**config.mk**
```make
export PLATFORM = sky130hd
export DESIGN_NAME = serial_tx_fracstop
export DESIGN_NICKNAME = d
export VERILOG_FILES = /design/src/rtl/serial_tx_fracstop_pkg.sv /design/src/rtl/tx_cmd_hold.sv /design/src/rtl/tx_stop_calc.sv /design/src/rtl/tx_frame_engine.sv /design/src/rtl/serial_tx_fracstop.sv
export SDC_FILE = /design/constraint.sdc
export NUM_CORES = 1
export LEC_CHECK = 0
export BUFFER_PORTS_ARGS = -buffer_cell sky130_fd_sc_hd__buf_2
export CAP_MARGIN = 25
export CORE_ASPECT_RATIO = 1.75
export CORE_MARGIN = 4
export CORE_UTILIZATION = 37
export DETAILED_ROUTE_END_ITERATION = 7
export PLACE_DENSITY = 0.52
export SLEW_MARGIN = 25
export SYNTH_ARGS = -nofsm -noshare
export SYNTH_HDL_FRONTEND = slang
export SYNTH_SLANG_ARGS = --single-unit
```
**constraint.sdc**
```tcl
create_clock -name clk -period 4 [get_ports clk]
set_input_delay 0.8 -clock clk [delete_from_list [all_inputs] [get_ports clk]]
set_output_delay 0.8 -clock clk [all_outputs]
set_load 0.02 [all_outputs]
```
**src/rtl/serial_tx_fracstop_pkg.sv**
```systemverilog
package serial_tx_fracstop_pkg;

    typedef enum logic [2:0] {
        PH_IDLE  = 3'd0,
        PH_START = 3'd1,
        PH_DATA  = 3'd2,
        PH_PAR   = 3'd3,
        PH_STOP  = 3'd4
    } tx_phase_e;

    typedef enum logic [1:0] {
        PM_CALC  = 2'b00,
        PM_FORCE = 2'b01,
        PM_NONE  = 2'b10,
        PM_NONE2 = 2'b11
    } par_mode_e;

    // Parity bit for the given masked data: computed or forced level.
    function automatic logic parity_of(input logic red_xor, input logic [1:0] mode,
                                       input logic odd_sel);
        logic p;
        if (mode == PM_FORCE) p = odd_sel;
        else                  p = red_xor ^ odd_sel;
        return p;
    endfunction

    function automatic logic parity_on(input logic [1:0] mode);
        return (mode == PM_CALC) || (mode == PM_FORCE);
    endfunction

endpackage

```
**src/rtl/tx_cmd_hold.sv**
```systemverilog
module tx_cmd_hold #(
    parameter int unsigned DATA_W = 8
) (
    input  logic              clk,
    input  logic              rst_n,
    input  logic              cmd_enable,
    input  logic              cmd_disable,
    input  logic              wr_valid,
    input  logic [DATA_W-1:0] wr_data,
    input  logic              take,
    output logic              enabled,
    output logic              hold_full,
    output logic [DATA_W-1:0] hold_data
);

    typedef struct packed {
        logic              en;
        logic              full;
        logic [DATA_W-1:0] data;
    } hold_st_t;

    hold_st_t st_d, st_q;

    always_comb begin
        st_d = st_q;
        // disable has priority over enable
        if (cmd_disable)     st_d.en = 1'b0;
        else if (cmd_enable) st_d.en = 1'b1;
        if (take) st_d.full = 1'b0;
        // a write lands only while enabled and the register is free
        if (wr_valid && st_q.en && !st_q.full) begin
            st_d.full = 1'b1;
            st_d.data = wr_data;
        end
    end

    always_ff @(posedge clk or negedge rst_n) begin
        if (!rst_n) st_q <= '0;
        else        st_q <= st_d;
    end

    assign enabled   = st_q.en;
    assign hold_full = st_q.full;
    assign hold_data = st_q.data;

endmodule

```
**src/rtl/tx_stop_calc.sv**
```systemverilog
module tx_stop_calc #(
    parameter int unsigned OVS = 16,
    parameter int unsigned SW  = 6
) (
    input  logic [3:0]    stop_code,
    input  logic          len5,
    output logic [SW-1:0] stop_ticks
);

    localparam int unsigned HALF = OVS / 2;
    localparam int unsigned STEP = OVS / 16;

    logic [SW-1:0] base_t;
    logic [SW-1:0] extra_t;
    logic [SW-1:0] frac_t;

    generate
        if (STEP == 1) begin : g_unit_step
            always_comb frac_t = SW'({1'b0, stop_code[2:0]}) + SW'(1);
        end else begin : g_scaled_step
            always_comb frac_t = SW'(STEP) * (SW'({1'b0, stop_code[2:0]}) + SW'(1));
        end
    endgenerate

    always_comb begin
        base_t     = stop_code[3] ? SW'(OVS + HALF) : SW'(HALF);
        extra_t    = (!stop_code[3] && len5) ? SW'(HALF) : '0;
        stop_ticks = base_t + extra_t + frac_t;
    end

endmodule

```
**src/rtl/tx_frame_engine.sv**
```systemverilog
module tx_frame_engine
    import serial_tx_fracstop_pkg::*;
#(
    parameter int unsigned DATA_W = 8,
    parameter int unsigned OVS    = 16,
    parameter int unsigned SW     = 6
) (
    input  logic              clk,
    input  logic              rst_n,
    input  logic              tick,
    input  logic              launch_ok,
    input  logic [DATA_W-1:0] hold_data,
    input  logic [1:0]        char_len,
    input  logic [1:0]        par_mode,
    input  logic              par_odd,
    input  logic [SW-1:0]     stop_ticks,
    output logic              take,
    output logic              busy,
    output logic              txd
);

    localparam int unsigned IW = (DATA_W > 1) ? $clog2(DATA_W) : 1;
    localparam logic [SW-1:0] LAST_TICK = SW'(OVS - 1);

    typedef struct packed {
        tx_phase_e         phase;
        logic [SW-1:0]     cnt;
        logic [IW-1:0]     idx;
        logic [IW-1:0]     last_idx;
        logic [DATA_W-1:0] shreg;
        logic              par_en;
        logic              par_val;
        logic [SW-1:0]     stop_len;
        logic              line;
    } eng_st_t;

    eng_st_t st_d, st_q;

    logic [DATA_W-1:0] masked;
    logic [IW-1:0]     nlast;
    logic              bit_end;
    logic              stop_end;
    logic              launch;

    always_comb begin
        nlast = IW'(4) + IW'(char_len);
        for (int i = 0; i < DATA_W; i++) begin
            masked[i] = hold_data[i] & (IW'(i) <= nlast);
        end
    end

    always_comb begin
        st_d     = st_q;
        take     = 1'b0;
        bit_end  = tick && (st_q.cnt == LAST_TICK);
        stop_end = (st_q.phase == PH_STOP) && tick && (st_q.cnt == st_q.stop_len - SW'(1));

        if (tick && st_q.phase != PH_IDLE) st_d.cnt = st_q.cnt + SW'(1);

        case (st_q.phase)
            PH_START: begin
                if (bit_end) begin
                    st_d.phase = PH_DATA;
                    st_d.cnt   = '0;
                    st_d.idx   = '0;
                    st_d.line  = st_q.shreg[0];
                    st_d.shreg = st_q.shreg >> 1;
                end
            end
            PH_DATA: begin
                if (bit_end) begin
                    st_d.cnt = '0;
                    if (st_q.idx == st_q.last_idx) begin
                        if (st_q.par_en) begin
                            st_d.phase = PH_PAR;
                            st_d.line  = st_q.par_val;
                        end else begin
                            st_d.phase = PH_STOP;
                            st_d.line  = 1'b1;
                        end
                    end else begin
                        st_d.idx   = st_q.idx + IW'(1);
                        st_d.line  = st_q.shreg[0];
                        st_d.shreg = st_q.shreg >> 1;
                    end
                end
            end
            PH_PAR: begin
                if (bit_end) begin
                    st_d.phase = PH_STOP;
                    st_d.cnt   = '0;
                    st_d.line  = 1'b1;
                end
            end
            PH_STOP: begin
                if (stop_end) begin
                    st_d.phase = PH_IDLE;
                    st_d.cnt   = '0;
                    st_d.line  = 1'b1;
                end
            end
            default: begin
                st_d.line = 1'b1;
                st_d.cnt  = '0;
            end
        endcase

        // next character starts from idle or straight out of a finishing stop
        launch = launch_ok && ((st_q.phase == PH_IDLE) || stop_end);
        if (launch) begin
            take          = 1'b1;
            st_d.phase    = PH_START;
            st_d.cnt      = '0;
            st_d.idx      = '0;
            st_d.line     = 1'b0;
            st_d.shreg    = masked;
            st_d.last_idx = nlast;
            st_d.par_en   = parity_on(par_mode);
            st_d.par_val  = parity_of(^masked, par_mode, par_odd);
            st_d.stop_len = stop_ticks;
        end
    end

    always_ff @(posedge clk or negedge rst_n) begin
        if (!rst_n) begin
            st_q       <= '0;
            st_q.phase <= PH_IDLE;
            st_q.line  <= 1'b1;
        end else begin
            st_q <= st_d;
        end
    end

    assign busy = (st_q.phase != PH_IDLE);
    assign txd  = st_q.line;

endmodule

```
**src/rtl/serial_tx_fracstop.sv**
```systemverilog
module serial_tx_fracstop #(
    parameter int unsigned DATA_W = 8,
    parameter int unsigned OVS    = 16
) (
    input  logic              clk,
    input  logic              rst_n,
    input  logic              tick16,
    input  logic              cmd_enable,
    input  logic              cmd_disable,
    input  logic              wr_valid,
    input  logic [DATA_W-1:0] wr_data,
    input  logic [1:0]        char_len,
    input  logic [1:0]        par_mode,
    input  logic              par_odd,
    input  logic [3:0]        stop_code,
    input  logic              cts_gate_en,
    input  logic              cts,
    output logic              txd,
    output logic              tx_ready,
    output logic              tx_empty,
    output logic              tx_enabled
);

    localparam int unsigned SW = $clog2(2 * OVS + 1);

    logic              enabled;
    logic              hold_full;
    logic [DATA_W-1:0] hold_data;
    logic              take;
    logic              eng_busy;
    logic              launch_ok;
    logic [SW-1:0]     stop_ticks;

    tx_cmd_hold #(.DATA_W(DATA_W)) u_hold (
        .clk        (clk),
        .rst_n      (rst_n),
        .cmd_enable (cmd_enable),
        .cmd_disable(cmd_disable),
        .wr_valid   (wr_valid),
        .wr_data    (wr_data),
        .take       (take),
        .enabled    (enabled),
        .hold_full  (hold_full),
        .hold_data  (hold_data)
    );

    tx_stop_calc #(.OVS(OVS), .SW(SW)) u_stop (
        .stop_code (stop_code),
        .len5      (char_len == 2'b00),
        .stop_ticks(stop_ticks)
    );

    assign launch_ok = enabled && hold_full && (!cts_gate_en || cts);

    tx_frame_engine #(.DATA_W(DATA_W), .OVS(OVS), .SW(SW)) u_eng (
        .clk       (clk),
        .rst_n     (rst_n),
        .tick      (tick16),
        .launch_ok (launch_ok),
        .hold_data (hold_data),
        .char_len  (char_len),
        .par_mode  (par_mode),
        .par_odd   (par_odd),
        .stop_ticks(stop_ticks),
        .take      (take),
        .busy      (eng_busy),
        .txd       (txd)
    );

    assign tx_ready   = enabled && !hold_full;
    assign tx_empty   = !hold_full && !eng_busy;
    assign tx_enabled = enabled;

endmodule

```
==> reports/summary.txt, run 1 <==
status = finished, final reports clean
Row Count = 37
post-cts repair resize count = 0
setup violators final = 0
critical path class = reg2reg
endpoints failing hold = 0
Slew @ Worst Pin = 0.846 ns
Slew Limit Fails = 0
Max Clock Freq = 0.343 GHz
Synth area leaders = dfrtp_1 (45%), mux2_2 (5.4%), xnor2_1 (4.2%)
Leakage = 0.00119 µW
worst-path fanout max = 16
yosys warns = 0
unrepaired setup endpoints after global routing = no
post-synth cell types = 43
total of max-cap violations = 0
Iteration-0 DRC Markers = 35
Clock Skews = 0.00449 ns
gr ovfl total = 0
Setup WS pre-CTS = 1.10 ns
Slowest Stage Delay on Critical Path = 0.53 ns
Mean Syn Cell Area = 10.2 µm²
Slowest-stage cell, CP = or4_1
Cell Pwr Density = 675 mW/mm²
first-pass GRT wire length = 8.80 mm
largest area contributor in the netlist = dfrtp_1
initial antenna violation count = 0
clk_lat worst skew = 0.30 ns
fin crit share = 72.9%
GRT Total Usage = 15.3%
routability cong. = 0.752
DP Wirelength = 3.81 mm
Worst Path Buf+Inv = 1
Root Buffer = clkbuf_8
Setup WS post-layout = 1.08 ns
Critical Path Start Type = flip-flop
IO Count = 29
CTS Sinks = 42
post-CTS setup buffers = 0
Slew HR = 43.6%
share of cells above drive strength 1 = 21.3%
WP data arrival = 3.10 ns
CP cell instances = or4_1 -> or3_1 -> a211oi_2 -> a31oi_1 -> buf_4 -> or2_1 -> mux2_4
GRT busiest layer = met2
Cells after Synth = 223
via count = 1733
TritonCTS clock tree = built
Mapped Area = 0.00227 mm²
Area Growth Syn to Fin = 14.6%
die width = 67.3 µm
sequential area share after synthesis = 46.3%
Ant. Diodes = 0
vias per std cell = 5.22
Worst-path clk slew = 0.08 ns
drt drc = 0
die height = 112 µm
met2 Track Usage GR = 26.9%
port buffer count = 28
worst min path class = in2async
largest net degree at the start of global routing = 43
commonest cells in the netlist = dfrtp_1 (41), nand2_1 (18), nor2_1 (15), o21ai_0 (14)
peak supply drop = 0.000353 V
H-tree Lvls = 2
Critical Path Sink Type = flip-flop
core area = 0.00593 mm²
async set-reset flop share out of synthesis = 100%
cts hold-fix bufs = 0
routed wire length = 5.05 mm
GR Util met3 = 3.03%
CTS buffer count = 5
Crit path max-delay family = simple AND/OR/NAND/NOR gates
nets = 284
total power = 1760 µW
TNS Setup = 0 ns
CTS Buffer Depth = 2
wire per inst = 15.2 µm
Initial DRT Pass Iterations = 4
Post-synth EDFFs = 0
post-synthesis register bit count = 42
Die Area = 0.00752 mm²
WHS = 0.481 ns
most frequent cell after synthesis = dfrtp_1
post-route ant nets = 0
Post-Syn Nets = 254
top-area cell type share of the netlist area = 45.1%
met1 Track Usage GR = 17.7%
vias in the first global route = 1846
worst path required time = 4.19 ns
dominant synthesized flop cell = dfrtp_1
Initial Utilization = 38.4%
clock period minus worst slack = 2.92 ns
Filler Cell Count = 624
[layer usage]
| metal | vias up | wire, µm |
|---|---|---|
| li1 | 854 | - |
| met1 | 842 | 1960 |
| met2 | 29 | 2820 |
| met3 | 8 | 154 |
| met4 | 0 | 104 |
| met5 | - | 0 |
[logic make-up (layout without fill, tap and decap cells)]
group                      count (synthesis)  after routing  synth area share [%]
buffers and inverters                     16             47                  3.30
muxes                                     16             16                  8.09
and+or+nand+nor                           72             72                  15.9
DFF                                       42             42                  46.3
xor gates and xnor gates                  21             21                  8.69
AOI/OAI and AO/OA                         50             50                  14.5
adders and majority gates                  6              6                  3.30
[cells in the final DEF (no fill, tap or decap), types with 7 or more instances in the layout]
| cell type | instances |
|---|---|
| a31oi_1 | 7 |
| buf_2 | 27 |
| dfrtp_1 | 41 |
| inv_1 | 7 |
| mux2_2 | 11 |
| nand2_1 | 18 |
| nand3_1 | 11 |
| nor2_1 | 15 |
| nor3_1 | 8 |
| o21ai_0 | 14 |
| xnor2_1 | 11 |
| xor2_1 | 9 |
[through the flow]
stage	std cells	cell area, µm²	util (%)
finish	332	2610	44.0
global route	332	2610	44.0
floorplan	223	2270	-
detailed placement	324	2490	42.1
global placement	324	2490	42.1
CTS	332	2600	43.9
[layout make-up]
type / count / area [µm²] / area share, %
Multi-Input combinational cell: 165 / 1150 / 44.0
Inverter: 7 / 26.3 / 1.01
Clock buffer: 6 / 72.6 / 2.78
Tap cell: 78 / 97.6 / 3.74
Sequential cell: 42 / 1050 / 40.4
Clock inverter: 2 / 37.5 / 1.44
Timing Repair Buffer: 32 / 173 / 6.63
[power breakdown]
group          switching (µW)  internal, µW  total (µW)
clock network             156           186         342
logic                     313           365         677
registers                 151           588         739
total                     619          1140        1760
[final timing paths]
| path | from | end | slack, ns | depth (start not counted) |
|---|---|---|---|---|
| worst max-delay path | u_eng.st_q[1] | u_eng.st_q[17] | 1.08 | 7 |
| worst min-delay path | rst_n | u_eng.st_q[23] | 0.48 | 1 |
| worst max register to register | u_eng.st_q[1] | u_eng.st_q[17] | 1.08 | 7 |
| worst min register to register | u_eng.st_q[19] | u_eng.st_q[19] | 0.49 | 1 |
| max in group asynchronous | rst_n | u_eng.st_q[18] | 3.14 | 1 |
| min in group clk | u_eng.st_q[19] | u_eng.st_q[19] | 0.49 | 1 |
[flip-flops by register name (all words and copies together) (netlist names)]
signal            cells
u_eng.st_q           31
u_eng.txd             1
u_hold.enabled        1
u_hold.hold_data      8
u_hold.hold_full      1
Note: power is estimated with default switching activity, not from simulation.
==> run 2, diff against run 1 <==
==> constraint.sdc (replaced) <==
create_clock -name clk -period 3 [get_ports clk]
set_input_delay 0.6 -clock clk [delete_from_list [all_inputs] [get_ports clk]]
set_output_delay 0.6 -clock clk [all_outputs]
set_load 0.02 [all_outputs]
==> run 2 against run 1 <==
Effect of this change: global-route usage up 0.17 points; cell count up 0.60%; register-to-register slack worse by 0.83 ns; via count up 1.5%; non-clock buffer count up 2; clock-buffer cell count up 1; clock skew up 0.0054 ns; critical endpoint is now u_eng.st_q[2]; largest power group unchanged.
==> reports/summary.txt, run 2 (synthesized netlist as in run 1, its figures left out) <==
status = finished, final reports clean
via count = 1759 (+1.5%)
routed wire length = 5.22 mm (+3.3%)
Ant. Diodes = 0 (unchanged)
unrepaired setup endpoints after global routing = no
switching pwr = 822 µW (+33%)
first-pass GRT wire length = 8.92 mm (+1.4%)
Int Pwr = 1440 µW (+27%)
critical path class = reg2reg
drt drc = 0 (unchanged)
Initial Utilization = 38.4% (unchanged)
GRT busiest layer = met2
post-route ant nets = 0 (unchanged)
fin crit share = 91.6% (+19 points)
Leakage = 0.00119 µW (-0.15%)
Clock Skews = 0.00991 ns (+0.00542 ns)
Reg power frac = 43.8% (+1.8 points)
port buffer count = 28 (unchanged)
vias in the first global route = 1801 (-2.4%)
worst-path fanout max = 7 (-9)
share of cells above drive strength 1 = 21.9% (+0.62 points)
Root Buffer = clkbuf_8
Cell Pwr Density = 872 mW/mm² (+29%)
clk_lat worst skew = 0.29 ns (about the same)
most frequent cells in the layout = dfrtp_1 (41), buf_2 (27), nand2_1 (18)
Area Growth Syn to Fin = 14.2%
Max Clock Freq = 0.364 GHz (+6.2%)
die width = 67.3 µm (unchanged)
fin cells = 334 (+0.60%)
routability cong. = 0.788 (+4.8%)
met1 Track Usage GR = 18.1% (+0.42 points)
max FFs per register = 31 (unchanged)
WP data arrival = 2.93 ns (-0.17 ns)
Critical Path Start Type = flip-flop
initial antenna violation count = 0 (unchanged)
Iteration-0 DRC Markers = 72 (+110%)
CP cell instances = or4_1 -> or3_1 -> a211oi_2 -> a31oi_1 -> nor2_1 -> mux2_2
CTS Buffer Depth = 2 (unchanged)
endpoints failing hold = 0 (unchanged)
Worst-path clk slew = 0.08 ns (about the same)
total of max-cap violations = 0 (unchanged)
TNS Setup = 0 ns (unchanged)
GRT Total Usage = 15.5% (+0.17 points)
clock power share = 16.0% (-3.5 points)
commonest non-fill, non-tap cell in the layout = dfrtp_1
met2 Track Usage GR = 27.2% (+0.33 points)
Comb pwr share = 40.2% (+1.7 points)
Slew HR = 63.4% (+20 points)
Largest Register = u_eng.st_q
DP Wirelength = 3.97 mm (+4.2%)
wire per inst = 15.6 µm (+2.7%)
IO Count = 29 (unchanged)
TritonCTS clock tree = built
clock period minus worst slack = 2.75 ns (-0.171 ns)
CTS buffer count = 5 (unchanged)
cts hold-fix bufs = 0 (unchanged)
vias per std cell = 5.27 (+0.89%)
Setup WS post-layout = 0.253 ns (-0.829 ns)
setup violators final = 0 (unchanged)
Switching Fraction = 36.3% (+1.1 points)
Slowest Stage Delay on Critical Path = 0.54 ns (about the same)
peak supply drop = 0.000599 V (+70%)
H-tree Lvls = 2 (unchanged)
worst min path class = in2async
Critical Path Sink Type = flip-flop
Row Count = 37 (unchanged)
Initial DRT Pass Iterations = 4 (unchanged)
Die Area = 0.00752 mm² (unchanged)
Placed Instances = 326 (+0.62%)
core area = 0.00593 mm² (unchanged)
Slew @ Worst Pin = 0.550 ns (-0.297 ns)
worst path required time = 3.18 ns (-1.01 ns)
largest net degree at the start of global routing = 43 (unchanged)
Setup WS pre-CTS = 0.236 ns (-0.866 ns)
GR Util met3 = 3.33% (+0.30 points)
die height = 112 µm (unchanged)
CTS Sinks = 42 (unchanged)
gr ovfl total = 0 (unchanged)
Slew Limit Fails = 0 (unchanged)
Slowest-stage cell, CP = or4_1
nets = 286 (+0.70%)
## run 2: cell count changes in the layout (fill, tap and decap cells not counted), sizes merged
cell / delta
buf: +2
bufinv: -1
clkbuf: +1
## run 2: routing by layer
layer,wire length (µm),up-vias,share of wire [%]
met2,2920,29,56
met5,0,-,0
li1,-,862,-
met1,2070,862,40
met4,71,0,1.4
met3,156,6,3.0
## run 2: critical path: cells and delay by family, from the launching register on
kind / cells / cell delay, ns
AOI/OAI and AO/OA: 2 / 0.54
DFF: 1 / 0.41
muxes: 1 / 0.38
and+or+nand+nor: 3 / 1.30
## run 2: power groups by stage
stage	Sequential, µW	Clock, µW	Combinational (µW)
after floorplan	937	0	749
after global placement	1000	0	921
after detailed placement	1010	0	922
after CTS	996	379	925
after global routing	1030	401	1040
final	993	361	911
## run 2: final timing paths
check,from,to,slack (ns),cells past startpoint
max in group asynchronous,rst_n,u_eng.st_q[8],2.33,1
min in group clk,cmd_disable,u_hold.enabled,0.45,2
setup reg to reg,u_eng.st_q[2],u_eng.st_q[2],0.25,6
setup / recovery,u_eng.st_q[2],u_eng.st_q[2],0.25,6
hold / removal,rst_n,u_eng.st_q[24],0.28,1
hold reg to reg,u_eng.st_q[16],u_eng.st_q[15],0.51,2
## run 2: final cells by class
type / count / area [µm²]
Inverter: 7 / 26.3
Tap cell: 78 / 97.6
Multi-Input combinational cell: 165 / 1150
Timing Repair Buffer: 34 / 188
Clock buffer: 7 / 76.3
Fill cell: 639 / 3330
Clock inverter: 1 / 7.51
Sequential cell: 42 / 1050
## run 2: timing repair
action | in CTS | in global routing
resized for setup | 0 | 1
setup buffers | 0 | 0
setup endpoints to repair | 0 | 1
endpoints found under the hold margin | 0 | 0
## run 2: through the flow
| stage | hold slack (ns) | cell area [µm²] | util (%) | power, µW |
|---|---|---|---|---|
| after floorplan | 0.304 | 2270 | - | 1690 |
| after global placement | 0.484 | 2510 | 42.3 | 1920 |
| after detailed placement | 0.494 | 2510 | 42.3 | 1930 |
| after CTS | 0.436 | 2590 | 43.8 | 2300 |
| after global routing | 0.317 | 2600 | 43.8 | 2470 |
| final | 0.281 | 2600 | 43.8 | 2270 |
